File: src/rtl/bc_crc_pkg.sv
package bc_crc_pkg;

  // Strobes from the frame/mode control to the CRC and counter datapath
  typedef struct packed {
    logic crcSeed;    // current byte opens a frame: start from the initial value
    logic crcStep;    // fold current byte into the running CRC
    logic checkNow;   // current byte closes a frame: compare with rxCrc
    logic routeBist;  // an error now belongs to the self-test counter
    logic clrFunc;    // clear the functional counter
    logic clrBist;    // clear the self-test counter
  } ctrl_strobe_t;

endpackage

File: src/rtl/bc_crc_ctrl.sv
module bc_crc_ctrl
  import bc_crc_pkg::*;
(
  input  logic         clk,
  input  logic         rstN,
  input  logic         linkUp,
  input  logic         farBist,
  input  logic         frmValid,
  input  logic         frmStart,
  input  logic         frmEnd,
  input  logic         swClear,
  output ctrl_strobe_t strb
);

  logic inFrame;
  logic bistPrev;
  logic beat;
  logic startBeat;
  logic contBeat;
  logic acceptBeat;
  logic bistRise;

  // Bytes only count once the link is detected
  assign beat       = frmValid & linkUp;
  assign startBeat  = beat & frmStart;
  assign contBeat   = beat & ~frmStart & inFrame;
  assign acceptBeat = startBeat | contBeat;
  assign bistRise   = farBist & ~bistPrev;

  always_ff @(posedge clk) begin
    if (!rstN) begin
      inFrame  <= 1'b0;
      bistPrev <= 1'b0;
    end else begin
      bistPrev <= farBist;
      if (!linkUp) begin
        inFrame <= 1'b0;              // drop any open frame
      end else if (acceptBeat && frmEnd) begin
        inFrame <= 1'b0;
      end else if (startBeat) begin
        inFrame <= 1'b1;
      end
    end
  end

  always_comb begin
    strb.crcSeed   = startBeat;
    strb.crcStep   = acceptBeat;
    strb.checkNow  = acceptBeat & frmEnd;
    strb.routeBist = farBist;
    strb.clrFunc   = swClear;
    strb.clrBist   = swClear | bistRise;
  end

endmodule

File: src/rtl/bc_sat_counter.sv
module bc_sat_counter #(
  parameter int W = 8
) (
  input  logic         clk,
  input  logic         rstN,
  input  logic         clr,
  input  logic         inc,
  output logic [W-1:0] cnt
);

  localparam logic [W-1:0] TOP = {W{1'b1}};

  always_ff @(posedge clk) begin
    if (!rstN) begin
      cnt <= '0;
    end else if (clr) begin
      cnt <= '0;                      // clear wins over increment
    end else if (inc && (cnt != TOP)) begin
      cnt <= cnt + 1'b1;
    end
  end

endmodule

File: src/rtl/bc_crc_datapath.sv
module bc_crc_datapath
  import bc_crc_pkg::*;
#(
  parameter int              BYTE_W = 8,
  parameter int              CRC_W  = 8,
  parameter int              CNT_W  = 8,
  parameter logic [CRC_W-1:0] POLY  = 8'h07,
  parameter logic [CRC_W-1:0] INIT  = 8'h00
) (
  input  logic              clk,
  input  logic              rstN,
  input  ctrl_strobe_t      strb,
  input  logic [BYTE_W-1:0] frmData,
  input  logic [CRC_W-1:0]  rxCrc,
  output logic [CNT_W-1:0]  funcErrCnt,
  output logic [CNT_W-1:0]  bistErrCnt
);

  localparam int NUM_CNT = 2;   // index 0: functional, 1: self-test

  function automatic logic [CRC_W-1:0] crcByte(input logic [CRC_W-1:0] c,
                                               input logic [BYTE_W-1:0] d);
    logic [CRC_W-1:0] r;
    logic             fb;
    r = c;
    for (int i = BYTE_W - 1; i >= 0; i--) begin
      fb = r[CRC_W-1] ^ d[i];
      r  = {r[CRC_W-2:0], 1'b0};
      if (fb) r = r ^ POLY;
    end
    return r;
  endfunction

  logic [CRC_W-1:0] crcReg;
  logic [CRC_W-1:0] crcBase;
  logic [CRC_W-1:0] crcNext;
  logic             mismatch;
  logic             incVec [NUM_CNT];
  logic             clrVec [NUM_CNT];
  logic [CNT_W-1:0] cntVec [NUM_CNT];

  assign crcBase  = strb.crcSeed ? INIT : crcReg;
  assign crcNext  = crcByte(crcBase, frmData);
  assign mismatch = strb.checkNow && (crcNext != rxCrc);

  always_ff @(posedge clk) begin
    if (!rstN) begin
      crcReg <= INIT;
    end else if (strb.crcStep) begin
      crcReg <= crcNext;
    end
  end

  assign incVec[0] = mismatch & ~strb.routeBist;
  assign incVec[1] = mismatch &  strb.routeBist;
  assign clrVec[0] = strb.clrFunc;
  assign clrVec[1] = strb.clrBist;

  for (genvar g = 0; g < NUM_CNT; g++) begin : g_cnt
    bc_sat_counter #(.W(CNT_W)) u_cnt (
      .clk  (clk),
      .rstN (rstN),
      .clr  (clrVec[g]),
      .inc  (incVec[g]),
      .cnt  (cntVec[g])
    );
  end

  assign funcErrCnt = cntVec[0];
  assign bistErrCnt = cntVec[1];

endmodule

File: src/rtl/bc_crc_recorder.sv
module bc_crc_recorder
  import bc_crc_pkg::*;
#(
  parameter int              BYTE_W = 8,
  parameter int              CRC_W  = 8,
  parameter int              CNT_W  = 8,
  parameter logic [CRC_W-1:0] POLY  = 8'h07,
  parameter logic [CRC_W-1:0] INIT  = 8'h00
) (
  input  logic              clk,
  input  logic              rstN,
  input  logic              linkUp,
  input  logic              farBist,
  input  logic              frmValid,
  input  logic              frmStart,
  input  logic              frmEnd,
  input  logic [BYTE_W-1:0] frmData,
  input  logic [CRC_W-1:0]  rxCrc,
  input  logic              swClear,
  output logic [CNT_W-1:0]  funcErrCnt,
  output logic [CNT_W-1:0]  bistErrCnt
);

  ctrl_strobe_t strb;

  bc_crc_ctrl u_ctrl (
    .clk      (clk),
    .rstN     (rstN),
    .linkUp   (linkUp),
    .farBist  (farBist),
    .frmValid (frmValid),
    .frmStart (frmStart),
    .frmEnd   (frmEnd),
    .swClear  (swClear),
    .strb     (strb)
  );

  bc_crc_datapath #(
    .BYTE_W (BYTE_W),
    .CRC_W  (CRC_W),
    .CNT_W  (CNT_W),
    .POLY   (POLY),
    .INIT   (INIT)
  ) u_dp (
    .clk        (clk),
    .rstN       (rstN),
    .strb       (strb),
    .frmData    (frmData),
    .rxCrc      (rxCrc),
    .funcErrCnt (funcErrCnt),
    .bistErrCnt (bistErrCnt)
  );

endmodule

File: config.mk
export PLATFORM = sky130hd
export DESIGN_NAME = bc_crc_recorder
export DESIGN_NICKNAME = d
export VERILOG_FILES = /design/src/rtl/bc_crc_pkg.sv /design/src/rtl/bc_crc_ctrl.sv /design/src/rtl/bc_sat_counter.sv /design/src/rtl/bc_crc_datapath.sv /design/src/rtl/bc_crc_recorder.sv
export SDC_FILE = /design/constraint.sdc
export NUM_CORES = 1
export LEC_CHECK = 0
export BUFFER_PORTS_ARGS = -buffer_cell sky130_fd_sc_hd__buf_2
export CAP_MARGIN = 20
export CORE_MARGIN = 2
export CORE_UTILIZATION = 25
export DETAILED_ROUTE_END_ITERATION = 7
export GPL_TIMING_DRIVEN = 0
export PLACE_DENSITY_LB_ADDON = 0.2
export SYNTH_ARGS = -nofsm -noshare
export SYNTH_HDL_FRONTEND = slang
export SYNTH_SLANG_ARGS = --single-unit
File: constraint.sdc
create_clock -name clk -period 2.67 [get_ports clk]
set_clock_uncertainty 0.1 [all_clocks]
set_input_delay 0.534 -clock clk [delete_from_list [all_inputs] [get_ports clk]]
set_output_delay 0.534 -clock clk [all_outputs]
set_load 0.02 [all_outputs]
# After elaboration in Yosys (flattened, before gate mapping)
# Cells that the tools add are included.
[op_classes] reduce_logical=7 bitwise_logic=31 addsub=2 muxes=9 n_eq_ne=3
[ops] op="two-way mux 3 bit" n=8
[ops] op="inverter 3 bit" n=8
[ops] op="adder 8 x 1 -> 8 bit, second input constant" n=2
[ops] op="!= test 8 bit, second input constant" n=2
[ops] op="AND 1 bit" n=8
[ops] op="two-way mux 8 bit" n=1
[ops] op="!= test 8 bit" n=1
[ops] op="XOR 1 bit" n=8
[ops] op="inverter 1 bit" n=5
[ops] op="logical AND 1 bit" n=4
[ops] op="OR reduction 2 bit" n=2
[ops] op="OR reduction 3 bit" n=1
[ops] op="OR 1 bit" n=2
[totals] inputBits=24 output_inout_bits=16 regBits=26

# Logic depth before layout (Yosys ltp)
# Gate-level depths: netlist (run 1).
[logic_depth] depth_word=23 mapped_depth=11 mapped_depth_nobuf=8

# Hierarchy
# Synthesis (run 1) repeated with hierarchy kept, for this count alone.
[hier_totals] hier_cells=194 area_unflattened_um2=1820.5
[modules_own_cells] mod="bc_crc_datapath" cells_each=87 n_inst=1 seq_area_each_um2=160.2 area_each_um2=850.8
[modules_own_cells] mod="bc_sat_counter" cells_each=46 n_inst=2 seq_area_each_um2=160.2 area_each_um2=421.7
[modules_own_cells] mod="bc_crc_ctrl" cells_each=15 n_inst=1 seq_area_each_um2=40.0 area_each_um2=126.4

# Least setup slack after synthesis (run 1)
# No wires, ideal clock.
[synth_path] kind="in2reg" start="in frmStart" end="reg u_dp.g_cnt[1].u_cnt.cnt[5]" arrival_ps=2739 cell_stages=10 slack_ps=-243 setup_ps=74 path_buffers=2 path_cell_list="and3_1 buf_6 o211ai_4 xnor3_1 xor2_1 mux2i_1 and3b_1 buf_6 or4b_1 a21oi_1"
[synth_via] elab_chain_len=12
[synth_lines] element="from (decl)" line_no="bc_crc_recorder.sv:15" text="input logic frmStart,"
[synth_lines] element="AND 1 bit" line_no="bc_crc_ctrl.sv:25" text="assign startBeat = beat & frmStart;"
[synth_lines] element="two-way mux 8 bit" line_no="bc_crc_datapath.sv:42" text="assign crcBase = strb.crcSeed ? INIT : crcReg;"
[synth_lines] element="XOR 1 bit or inverter 3 bit (tied branches)"
[synth_lines] element="two-way mux 3 bit" line_no="bc_crc_datapath.sv:29" text="if (fb) r = r ^ POLY;"
[synth_lines] element="inverter 3 bit (no line) or XOR 1 bit (tied branches)"
[synth_lines] element="two-way mux 3 bit" line_no="bc_crc_datapath.sv:29"
[synth_lines] element="XOR 1 bit or inverter 3 bit (tied branches)"
[synth_lines] element="two-way mux 3 bit" line_no="bc_crc_datapath.sv:29"
[synth_lines] element="!= test 8 bit" line_no="bc_crc_datapath.sv:44" text="assign mismatch = strb.checkNow && (crcNext != rxCrc);"
[synth_lines] element="logical AND 1 bit (*)" line_no="bc_crc_datapath.sv:44"
[synth_lines] element="AND 1 bit (*)" line_no="bc_crc_datapath.sv:55" text="assign incVec[1] = mismatch & strb.routeBist;"
[synth_lines] element="logical AND 1 bit (*)" line_no="bc_sat_counter.sv:18" text="end else if (inc && (cnt != TOP)) begin"
[synth_lines] element="to (signal assigned)" line_no="bc_sat_counter.sv:19" text="cnt <= cnt + 1'b1;"
[synth_lines] element="to (decl)" line_no="bc_sat_counter.sv:8" text="output logic [W-1:0] cnt"
# Mark *: on every way between the ends. The rest lies on a longest branch, timed or not.
# A chain may end at the register's enable or synchronous reset.

# Worst setup path after layout (run 1)
# Same ends and word-level chain as after synthesis.

==> results.py, run 1 <==
metrics = {
    "route": {
        "first_pass_iters": 4,
        "wirelength_um": 5445,
        "post-route-drc-count": 0,
        "viasPerCell": 4.826,
        "ant_nets": 0,
        "vias": 1863,
        "wl_per_cell_um": 14.11,
        "drt_iter0_drc": 57,
    },
    "worst_setup_path": {
        "crit_required_ns": 2.78,
        "worstPathArrival_ns": 2.82,
        "slowest_stage": "or4b_4",
        "r2r_cells": 9,
        "critPathCaptureType": "flop",
        "crit_path_max_incr_delay_ns": 0.48,
        "crit_top_cell": "buf_6",
        "path_class": "in -> reg",
        "cp_max_fo": 6,
        "setup.worst_path.start_class": "input port",
        "worstPathCellList": "buf_6 > buf_8 > and4_4 > a211oi_4 > xor3_1 > xnor2_1 > nor2_1 > and3b_1 > buf_6 > or4b_4 > a21oi_2",
    },
    "yosys": {
        "synth-edff-count": 0,
        "synth_seq_area_share_pct": 27.33,
        "synth.yosys.warnings": 0,
        "syn_area_per_cell_um2": 8.656,
        "synthesis.nets": 246,
        "synthCells": 220,
        "syn-cell-area_um2": 1904,
        "synth_ff_type": "dfxtp_1",
        "synth.most_common_cell": "dfxtp_1",
        "ys_top_cells_by_area": "dfxtp_1, nand2_1, nand2b_1, xnor2_1, xor2_1",
        "yosysTopAreaCell": "dfxtp_1",
        "synth_top_area_share_pct": 27.33,
        "synth_common_cells": "dfxtp_1, nand2_1, nand2b_1",
        "synth-async-reset-ratio_pct": 0,
        "ys_seq_elements": 26,
        "synth_cell_types": 52,
    },
    "clock_network": {
        "clock_path_buffers": 2,
        "cts_tree": "yes",
        "cts_max_level": 1,
        "ctsRootBufferMaster": "clkbuf_8",
        "hold_buffers": 0,
        "cts_buffers": 3,
        "clkTransAtPathRegs_ns": 0.10,
        "clkLatencyLatePin_ns": 0.28,
        "clock-sinks": 26,
    },
    "timing": {
        "final.setup.tns_ns": -0.07504,
        "fmax_mhz": 369.0,
        "hold_ws_ns": 0.4040,
        "hold_viol": 0,
        "period_share_pct": 101.5,
        "drv_slew": 0,
        "rsz0062_at_grt": "yes",
        "min_period_ns": 2.710,
        "worst_pin_slew_ns": 0.9879,
        "finalSetupViolCount": 5,
        "fin_ws_ns": -0.03968,
        "slew_headroom_pct": 33.45,
    },
    "worst_hold_path": {
        "holdCritPathClass": "reg -> reg",
        "holdPathStages": 2,
    },
    "power": {
        "irDropWorstVdd_mv": 0.1885,
        "finalPower_mw": 1.090,
        "p_leak_nw": 1.135,
        "p_per_area_nw_per_um2": 399.8,
    },
    "placement": {
        "place_area_um2": 2267,
        "dp_hpwl_um": 3694,
        "portBuffers": 39,
        "gp_congestion": 0.7797,
        "dp_slack_ns": -0.5848,
        "dp_cells": 358,
    },
    "global_routing": {
        "overflow": 0,
        "antenna_found_initial": 0,
        "grt_usage_pct": 12.63,
        "grt_pass1_vias": 1736,
        "grt_pass1_wl_um": 8556,
        "grt_start_max_net_pins": 16,
    },
    "status": {
        "status": "complete, but fails checks",
        "violations": "negative setup slack",
    },
    "floorplanning": {
        "rows": 31,
        "die_height_um": 91.28,
        "dieArea_um2": 8331,
        "die_w_um": 91.28,
        "start_util_pct": 25.98,
        "io_pins": 40,
        "core_area_um2": 7331,
    },
    "layout": {
        "drive_above_1_share_pct": 37.63,
        "final_util_pct": 37.21,
        "fin_area_um2": 2728,
        "fin_cells": 386,
        "fin_nets": 314,
        "area_growth_pct": 43.23,
        "antennaDiodeCount": 0,
    },
    "job": {
        "timing.max_cap.violations": 0,
    },
}
-- kinds of logic (layout without fill, tap and decap cells) --
group / Yosys count / in the layout / synth area share (%)
AO/OA/AOI/OAI: 50 / 50 / 21.42
XOR/XNOR: 20 / 20 / 11.83
adder cells (fa/ha/maj): 2 / 2 / 1.314
buffers and inverters: 11 / 78 / 3.482
flip-flops: 26 / 26 / 27.33
multiplexers: 7 / 7 / 3.811
AND/OR/NAND/NOR: 104 / 104 / 30.82
-- placed cells by master (no fill, tap or decap), drive strengths merged, types with 2 or more instances in the layout --
cell,netlist,layout
xor2,8,8
nand2,22,22
clkbuf,4,8
mux2i,5,5
o41ai,2,2
nand3b,2,2
and4,3,3
mux2,2,2
a41oi,2,2
and3,5,5
a22oi,2,2
o21ai,6,6
a21oi,11,11
dfxtp,26,26
nor2,11,11
nor3,3,3
buf,6,68
o211ai,6,6
o211a,6,6
a211oi,7,7
o311ai,2,2
or4,5,5
xnor2,9,9
nor2b,10,10
nand2b,12,12
nand3,9,9
nand4,8,8
nor4,2,2
xnor3,2,2
ha,2,2
and2,2,2
or3,6,6
-- final timing paths --
path | start | end | slack [ns]
max | frmStart | u_dp.g_cnt[1].u_cnt.cnt[5] | -0.04
min reg2reg | u_dp.g_cnt[0].u_cnt.cnt[1] | u_dp.g_cnt[0].u_cnt.cnt[1] | 0.40
min | u_dp.g_cnt[0].u_cnt.cnt[1] | u_dp.g_cnt[0].u_cnt.cnt[1] | 0.40
max reg2reg | u_dp.crcReg[5] | u_dp.g_cnt[1].u_cnt.cnt[5] | 0.07
-- power by group --
group / internal, mW / total [mW] / switching [mW]
clock: 0.201 / 0.342 / 0.141
sequential: 0.397 / 0.404 / 0.00756
combinational: 0.186 / 0.344 / 0.158
total: 0.784 / 1.09 / 0.307
-- routing by layer --
metal  track usage [%]  wire [um]  vias to the layer above
met2             19.94       2586                       50
met1             17.10       2548                      850
met3             3.320        270                        5
li1                  -          -                      958
met4             3.283         40                        0
met5                 0          0                        -
-- layout make-up --
| class | instances | area (um2) |
|---|---|---|
| Tap cell | 99 | 123.9 |
| Inverter | 1 | 3.754 |
| Clock buffer | 3 | 41.29 |
| Clock inverter | 1 | 30.03 |
| Buffer | 9 | 93.84 |
| Fill cell | 750 | 4603 |
| Sequential cell | 26 | 520.5 |
| Multi-Input combinational cell | 183 | 1459 |
| Timing Repair Buffer | 64 | 455.4 |
-- state kept, by name (all words and copies together) (netlist names) --
register and count:
u_ctrl.bistPrev 1, u_ctrl.inFrame 1, u_dp.crcReg 8, u_dp.g_cnt.u_cnt.cnt 16
-- what timing repair did --
item	4_1_cts	5_1_grt
buffers inserted	6	17
gates resized for setup	17	28
endpoints found under the setup margin	16	12
gates cloned	0	2
pin swaps	13	23
-- worst max-delay path: cells and delay by family --
family	cells	cell delay, ns
compound gates	2	0.28
xor+xnor	2	0.69
buf+inv	3	0.36
simple gates	4	0.96
Power figures use the tool's default switching activity.
==> run 2, diff against run 1 <==
- ABC_AREA: not set -> 1
- BUFFER_PORTS_ARGS: -buffer_cell sky130_fd_sc_hd__buf_2 -> -buffer_cell sky130_fd_sc_hd__buf_4
==> run 2 against run 1 <==
The run now ends clean; critical path type unchanged; final cell count up 21%; critical endpoint is now u_dp.g_cnt[1].u_cnt.cnt[3]; design area is 9.7% lower; sequential share of layout area is 2.1 points higher.
==> results.py, run 2 <==
metrics = {
    "layout": {
        "fin_cells": 468,
        "multi_input_area_um2": 1281,
        "area_growth_pct": 24.64,
        "antennaDiodeCount": 0,
        "regMostFlops": "u_dp.g_cnt.u_cnt.cnt",
        "seqCellArea_um2": 520.5,
        "final_util_pct": 32.03,
        "largest_register_ff_count": 16,
        "fin_area_um2": 2462,
        "largestRegisters": "u_dp.g_cnt.u_cnt.cnt: 16 flops, u_dp.crcReg: 8 flops",
        "fillers": 861,
        "drive_above_1_share_pct": 17.76,
        "fin_nets": 393,
        "layout_commonest_cell": "nand2_1",
        "layout_common_cells": "nand2_1, nand3_1, buf_4",
    },
    "yosys": {
        "ys_seq_elements": 26,
        "syn_area_per_cell_um2": 6.098,
        "synthesis.nets": 350,
        "synth_seq_area_share_pct": 26.35,
        "yosysTopAreaCell": "dfxtp_1",
        "syn-cell-area_um2": 1976,
        "ys_top_cells_by_area": "dfxtp_1, nand2_1, nand3_1, inv_1, nor2_1",
        "synth.yosys.warnings": 0,
        "synth_ff_type": "dfxtp_1",
        "synth_common_cells": "nand2_1, nand3_1, inv_1",
        "synth_cell_types": 30,
        "synth-async-reset-ratio_pct": 0,
        "synth-edff-count": 0,
        "synthCells": 324,
        "synth.most_common_cell": "nand2_1",
        "synth_top_area_share_pct": 26.35,
    },
    "power": {
        "seq_power_share_pct": 40.7,
        "comb_power_share_pct": 24.8,
        "power.share.switching_pct": 30.99,
        "p_clk_share_pct": 34.5,
        "irDropWorstVdd_mv": 0.1913,
        "switchingPower_uw": 308.3,
        "power.internal_uw": 686.4,
        "p_leak_nw": 1.247,
        "finalPower_uw": 994.7,
        "p_per_area_nw_per_um2": 403.9,
    },
    "route": {
        "wirelength_um": 5218,
        "route.met2.wl_um": 2354,
        "routed.top_layer": "met4",
        "post-route-drc-count": 0,
        "vias": 2083,
        "wl_met3_um": 254,
        "wl_met1_um": 2560,
        "wl_per_cell_um": 11.15,
        "ant_nets": 0,
        "drt_iter0_drc": 89,
        "viasPerCell": 4.451,
        "first_pass_iters": 4,
    },
    "timing": {
        "period_share_pct": 86.81,
        "fmax_mhz": 431.4,
        "final.setup.tns_ns": 0,
        "worst_pin_slew_ns": 0.6103,
        "drv_slew": 0,
        "finalSetupViolCount": 0,
        "slew_headroom_pct": 59.04,
        "min_period_ns": 2.318,
        "hold_viol": 0,
        "hold_ws_ns": 0.3828,
        "fin_ws_ns": 0.3522,
        "rsz0062_at_grt": "no",
    },
    "global_routing": {
        "grt_start_max_net_pins": 16,
        "grt_pass1_wl_um": 8756,
        "antenna_found_initial": 0,
        "grt_pass1_vias": 1953,
        "grt_usage_pct": 12.62,
        "overflow": 0,
    },
    "floorplanning": {
        "dieArea_um2": 8629,
        "io_pins": 40,
        "die_height_um": 92.90,
        "die_w_um": 92.90,
        "rows": 32,
        "start_util_pct": 25.70,
        "core_area_um2": 7687,
    },
    "clock_network": {
        "clkTransAtPathRegs_ns": 0.10,
        "cts_tree": "yes",
        "clkLatencyLatePin_ns": 0.28,
        "clock-sinks": 26,
        "ctsRootBufferMaster": "clkbuf_8",
        "cts_max_level": 1,
        "clock_path_buffers": 2,
        "cts_buffers": 3,
        "post_cts_buffers": 0,
    },
    "placement": {
        "gp_congestion": 0.8360,
        "place_area_um2": 2389,
        "dp_slack_ns": -0.02760,
        "dp_hpwl_um": 4039,
        "portBuffers": 38,
        "dp_cells": 464,
    },
    "worst_setup_path": {
        "path_class": "in -> reg",
        "critPathCaptureType": "flop",
        "crit_required_ns": 2.73,
        "cp_max_fo": 10,
        "setup.worst_path.start_class": "input port",
        "worstPathArrival_ns": 2.37,
    },
    "worst_hold_path": {
        "holdCritPathClass": "reg -> reg",
    },
    "status": {
        "status": "finished clean",
    },
    "job": {
        "timing.max_cap.violations": 0,
    },
}
run 2: changes by cell type in the layout (fill, tap and decap cells not counted), sizes merged, moves of 6 or more:
cell,change
buf,-29
nand2,+106
xnor2,-8
nand2b,-12
inv,+38
a211oi,-7
nand4,+6
or3,-6
nor2b,-10
o211a,-6
nor2,+14
nand3,+32
run 2: worst max-delay path, stage by stage:
cell and delay, ns:
buf_4 0.13, nand3_4 0.11, clkbuf_4 0.23, nand3_1 0.08
nand2_1 0.09, nand2_1 0.05, nand2_1 0.15, nand2_1 0.09
nand2_1 0.09, nand2_1 0.05, nand2_1 0.06, nor2_1 0.04
nand2_1 0.10, nor2_4 0.06, nand2_4 0.09, nand4_4 0.15
o21ai_0 0.20, nor2_1 0.05
run 2: path summary, 6_finish.rpt:
kind	startpoint	end	slack [ns]	cells after the start
setup / recovery	linkUp	u_dp.g_cnt[1].u_cnt.cnt[3]	0.35	18
hold / removal	u_ctrl.inFrame	u_ctrl.inFrame	0.38	2
setup reg to reg	u_dp.crcReg[7]	u_dp.g_cnt[1].u_cnt.cnt[3]	0.50	15
hold reg to reg	u_ctrl.inFrame	u_ctrl.inFrame	0.38	2
run 2: cell families after synthesis:
logic type / Yosys count / share of synthesized area (%)
simple gates: 217 / 51.87
buf+inv: 44 / 8.803
flops: 26 / 26.35
compound gates: 25 / 7.283
xor+xnor: 10 / 4.433
fa+ha+maj: 2 / 1.266
run 2: final cells by class:
cell class              count  share of cell area, %
inverters                  40                  6.098
clock inverters             1                  1.220
plain buffers               4                  1.067
multi-input cells         254                  52.03
well taps                 102                  5.183
repair buffers             38                  11.59
clock buffers               3                  1.677
flip-flops and latches     26                  21.14
run 2: power by group through the flow:
stage / combinational, mW / sequential, mW / clock, mW
global placement: 0.245 / 0.413 / 0
detailed placement: 0.248 / 0.414 / 0
floorplan: 0.173 / 0.413 / 0
finish: 0.247 / 0.405 / 0.343
global route: 0.283 / 0.406 / 0.369
CTS: 0.249 / 0.405 / 0.354
run 2: timing repair:
action,in CTS,in global routing
gates resized for setup,0,1
endpoints found under the setup margin,0,1
hold buffers,0,0
run 2: layer usage:
metal / track usage (%) / up-vias
li1: - / 1128
met4: 3.064 / 0
met2: 21.32 / 39
met5: 0 / -
met1: 16.33 / 912
met3: 2.766 / 4
==> run 3, diff against run 2 <==
==> constraint.sdc (replaced) <==
create_clock -name clk -period 2.67 [get_ports clk]
set_clock_uncertainty 0.1 [all_clocks]
set_input_delay 0.1335 -clock clk [delete_from_list [all_inputs] [get_ports clk]]
set_output_delay 0.1335 -clock clk [all_outputs]
set_load 0.02 [all_outputs]
==> run 3 against run 2 <==
Combinational power hardly changed; register-to-register slack hardly changed; total power hardly changed; critical endpoint unchanged; clock power hardly changed; largest cell class unchanged; highest routed layer unchanged.
==> results.py, run 3 (synthesis results as in run 2) <==
metrics = {
    "power": {
        "irDropWorstVdd_mv": 0.1913,
        "p_per_area_nw_per_um2": 404.2,
        "p_leak_nw": 1.246,
    },
    "layout": {
        "drive_above_1_share_pct": 17.76,
        "fin_nets": 393,
        "antennaDiodeCount": 0,
        "fillers": 861,
        "largestRegisters": "u_dp.g_cnt.u_cnt.cnt: 16 flops, u_dp.crcReg: 8 flops",
        "layout_common_cells": "nand2_1, nand3_1, buf_4",
        "layout_commonest_cell": "nand2_1",
        "largest_register_ff_count": 16,
        "regMostFlops": "u_dp.g_cnt.u_cnt.cnt",
        "area_growth_pct": 24.51,
    },
    "floorplanning": {
        "io_pins": 40,
        "die_height_um": 92.90,
        "die_w_um": 92.90,
        "core_area_um2": 7687,
        "rows": 32,
        "dieArea_um2": 8629,
        "start_util_pct": 25.70,
    },
    "worst_setup_path": {
        "crit_path_max_incr_delay_ns": 0.38,
        "cp-endpoint": "u_dp.g_cnt[1].u_cnt.cnt[3]",
        "crit_required_ns": 2.73,
        "worst-path-buf-inv": 0,
        "setup.worst_path.start": "u_dp.crcReg[7]",
        "critical_path_depth": 15,
        "worstPathArrival_ns": 2.22,
        "critPathCaptureType": "flop",
        "setup.worst_path.start_class": "flop",
        "r2r_start": "u_dp.crcReg[7]",
        "slowest_stage": "dfxtp_1",
        "path_class": "reg -> reg",
        "regToRegSetupSlack_ns": 0.50,
        "cp_max_fo": 9,
        "r2r_cells": 15,
        "crit_top_cell": "nand2_1",
        "worstPathCellList": "nand2_1 > nand2_1 > nand2_1 > nand2_1 > nand3_1 > nand2_2 > nand2_1 > nand2_1 > nand2_1 > nand2_1 > nor2_4 > nand2_4 > nand4_4 > o21ai_0 > nor2_1",
        "r2r_end": "u_dp.g_cnt[1].u_cnt.cnt[3]",
        "cpLargestDelayFamily": "simple AND/OR/NAND/NOR gates",
    },
    "global_routing": {
        "grt_usage_pct": 12.62,
        "grt_pass1_vias": 1953,
        "grt_pass1_wl_um": 8756,
        "overflow": 0,
        "grt_start_max_net_pins": 16,
        "antenna_found_initial": 0,
    },
    "route": {
        "route.met2.wl_um": 2356,
        "wl_met1_um": 2561,
        "viasPerCell": 4.449,
        "wirelength_um": 5220,
        "first_pass_iters": 4,
        "ant_nets": 0,
        "wl_met3_um": 254,
        "routed.top_layer": "met4",
        "post-route-drc-count": 0,
        "drt_iter0_drc": 89,
        "wl_per_cell_um": 11.15,
        "vias": 2082,
    },
    "timing": {
        "rsz0062_at_grt": "no",
        "min_period_ns": 2.167,
        "drv_slew": 0,
        "slew_headroom_pct": 59.04,
        "period_share_pct": 81.17,
        "fin_ws_ns": 0.5028,
        "worst_pin_slew_ns": 0.6103,
        "finalSetupViolCount": 0,
        "fmax_mhz": 461.4,
        "final.setup.tns_ns": 0,
        "hold_viol": 0,
    },
    "placement": {
        "dp_hpwl_um": 4039,
        "gp_congestion": 0.8360,
        "portBuffers": 38,
        "dp_slack_ns": 0.3729,
    },
    "clock_network": {
        "post_cts_buffers": 0,
        "clock_path_buffers": 2,
        "ctsRootBufferMaster": "clkbuf_8",
        "cts_buffers": 3,
        "clkLatencyLatePin_ns": 0.28,
        "cts_max_level": 1,
        "cts_tree": "yes",
        "clock-sinks": 26,
        "cts.repair.resized": 0,
        "clkTransAtPathRegs_ns": 0.10,
        "hold_buffers": 0,
    },
    "status": {
        "status": "finished clean",
    },
    "worst_hold_path": {
        "holdCritPathClass": "in -> reg",
        "holdPathStages": 3,
    },
    "job": {
        "timing.max_cap.violations": 0,
    },
}
==> run 3: changes by cell type in the layout (fill, tap and decap cells not counted) <==
cell      before  now
clkbuf_4       1    0
buf_2          0    1
==> run 3: worst min path at each step <==
| stage | slack (ns) | endpoint | start |
|---|---|---|---|
| 3_3_place_gp | 0.33 | u_ctrl.inFrame | linkUp |
| 4_1_cts | 0.03 | u_ctrl.bistPrev | rstN |
| 6_report | 0.03 | u_ctrl.bistPrev | rstN |
| 3_5_place_dp | 0.33 | u_ctrl.bistPrev | rstN |
| 2_1_floorplan | 0.13 | u_ctrl.bistPrev | rstN |
| 5_1_grt | 0.03 | u_ctrl.bistPrev | rstN |
==> run 3: area by class of cell <==
class,instances,area [um2],share of cell area [%]
buffer,4,23.77,0.9664
clock buffer,3,41.29,1.679
clock inverter,1,30.03,1.221
inverter,40,150.1,6.104
multi-input combinational,254,1281,52.09
sequential,26,520.5,21.16
tap,102,127.6,5.188
timing repair buffer,38,285.3,11.60
==> run 3: routing by layer <==
metal	track usage, %	up-vias
li1	-	1127
met1	16.33	912
met2	21.32	39
met3	2.766	4
met4	3.064	0
met5	0	-
==> run 3: where the power goes <==
group	internal (mW)	switching, mW	leakage (nW)
clock network	0.201	0.142	0.0357
logic	0.0884	0.158	0.999
registers	0.397	0.00804	0.211
total	0.686	0.308	1.25
==> run 3: worst reg2reg max path: cells and delay by family (launching register included) <==
kind            cells  cell delay [ns]
simple gates       14             1.35
flops               1             0.38
compound gates      1             0.21
==> run 3: metrics by stage <==
stage / utilization [%] / cells / power [mW] / hold WS (ns) / area (um2)
floorplan: - / 324 / 0.5860 / 0.1270 / 1976
global placement: 31.07 / 464 / 0.6580 / 0.3266 / 2389
detailed placement: 31.07 / 464 / 0.6618 / 0.3266 / 2389
CTS: 32.00 / 468 / 1.008 / 0.02590 / 2460
global route: 32.00 / 468 / 1.059 / 0.02844 / 2460
finish: 32.00 / 468 / 0.9944 / 0.03019 / 2460
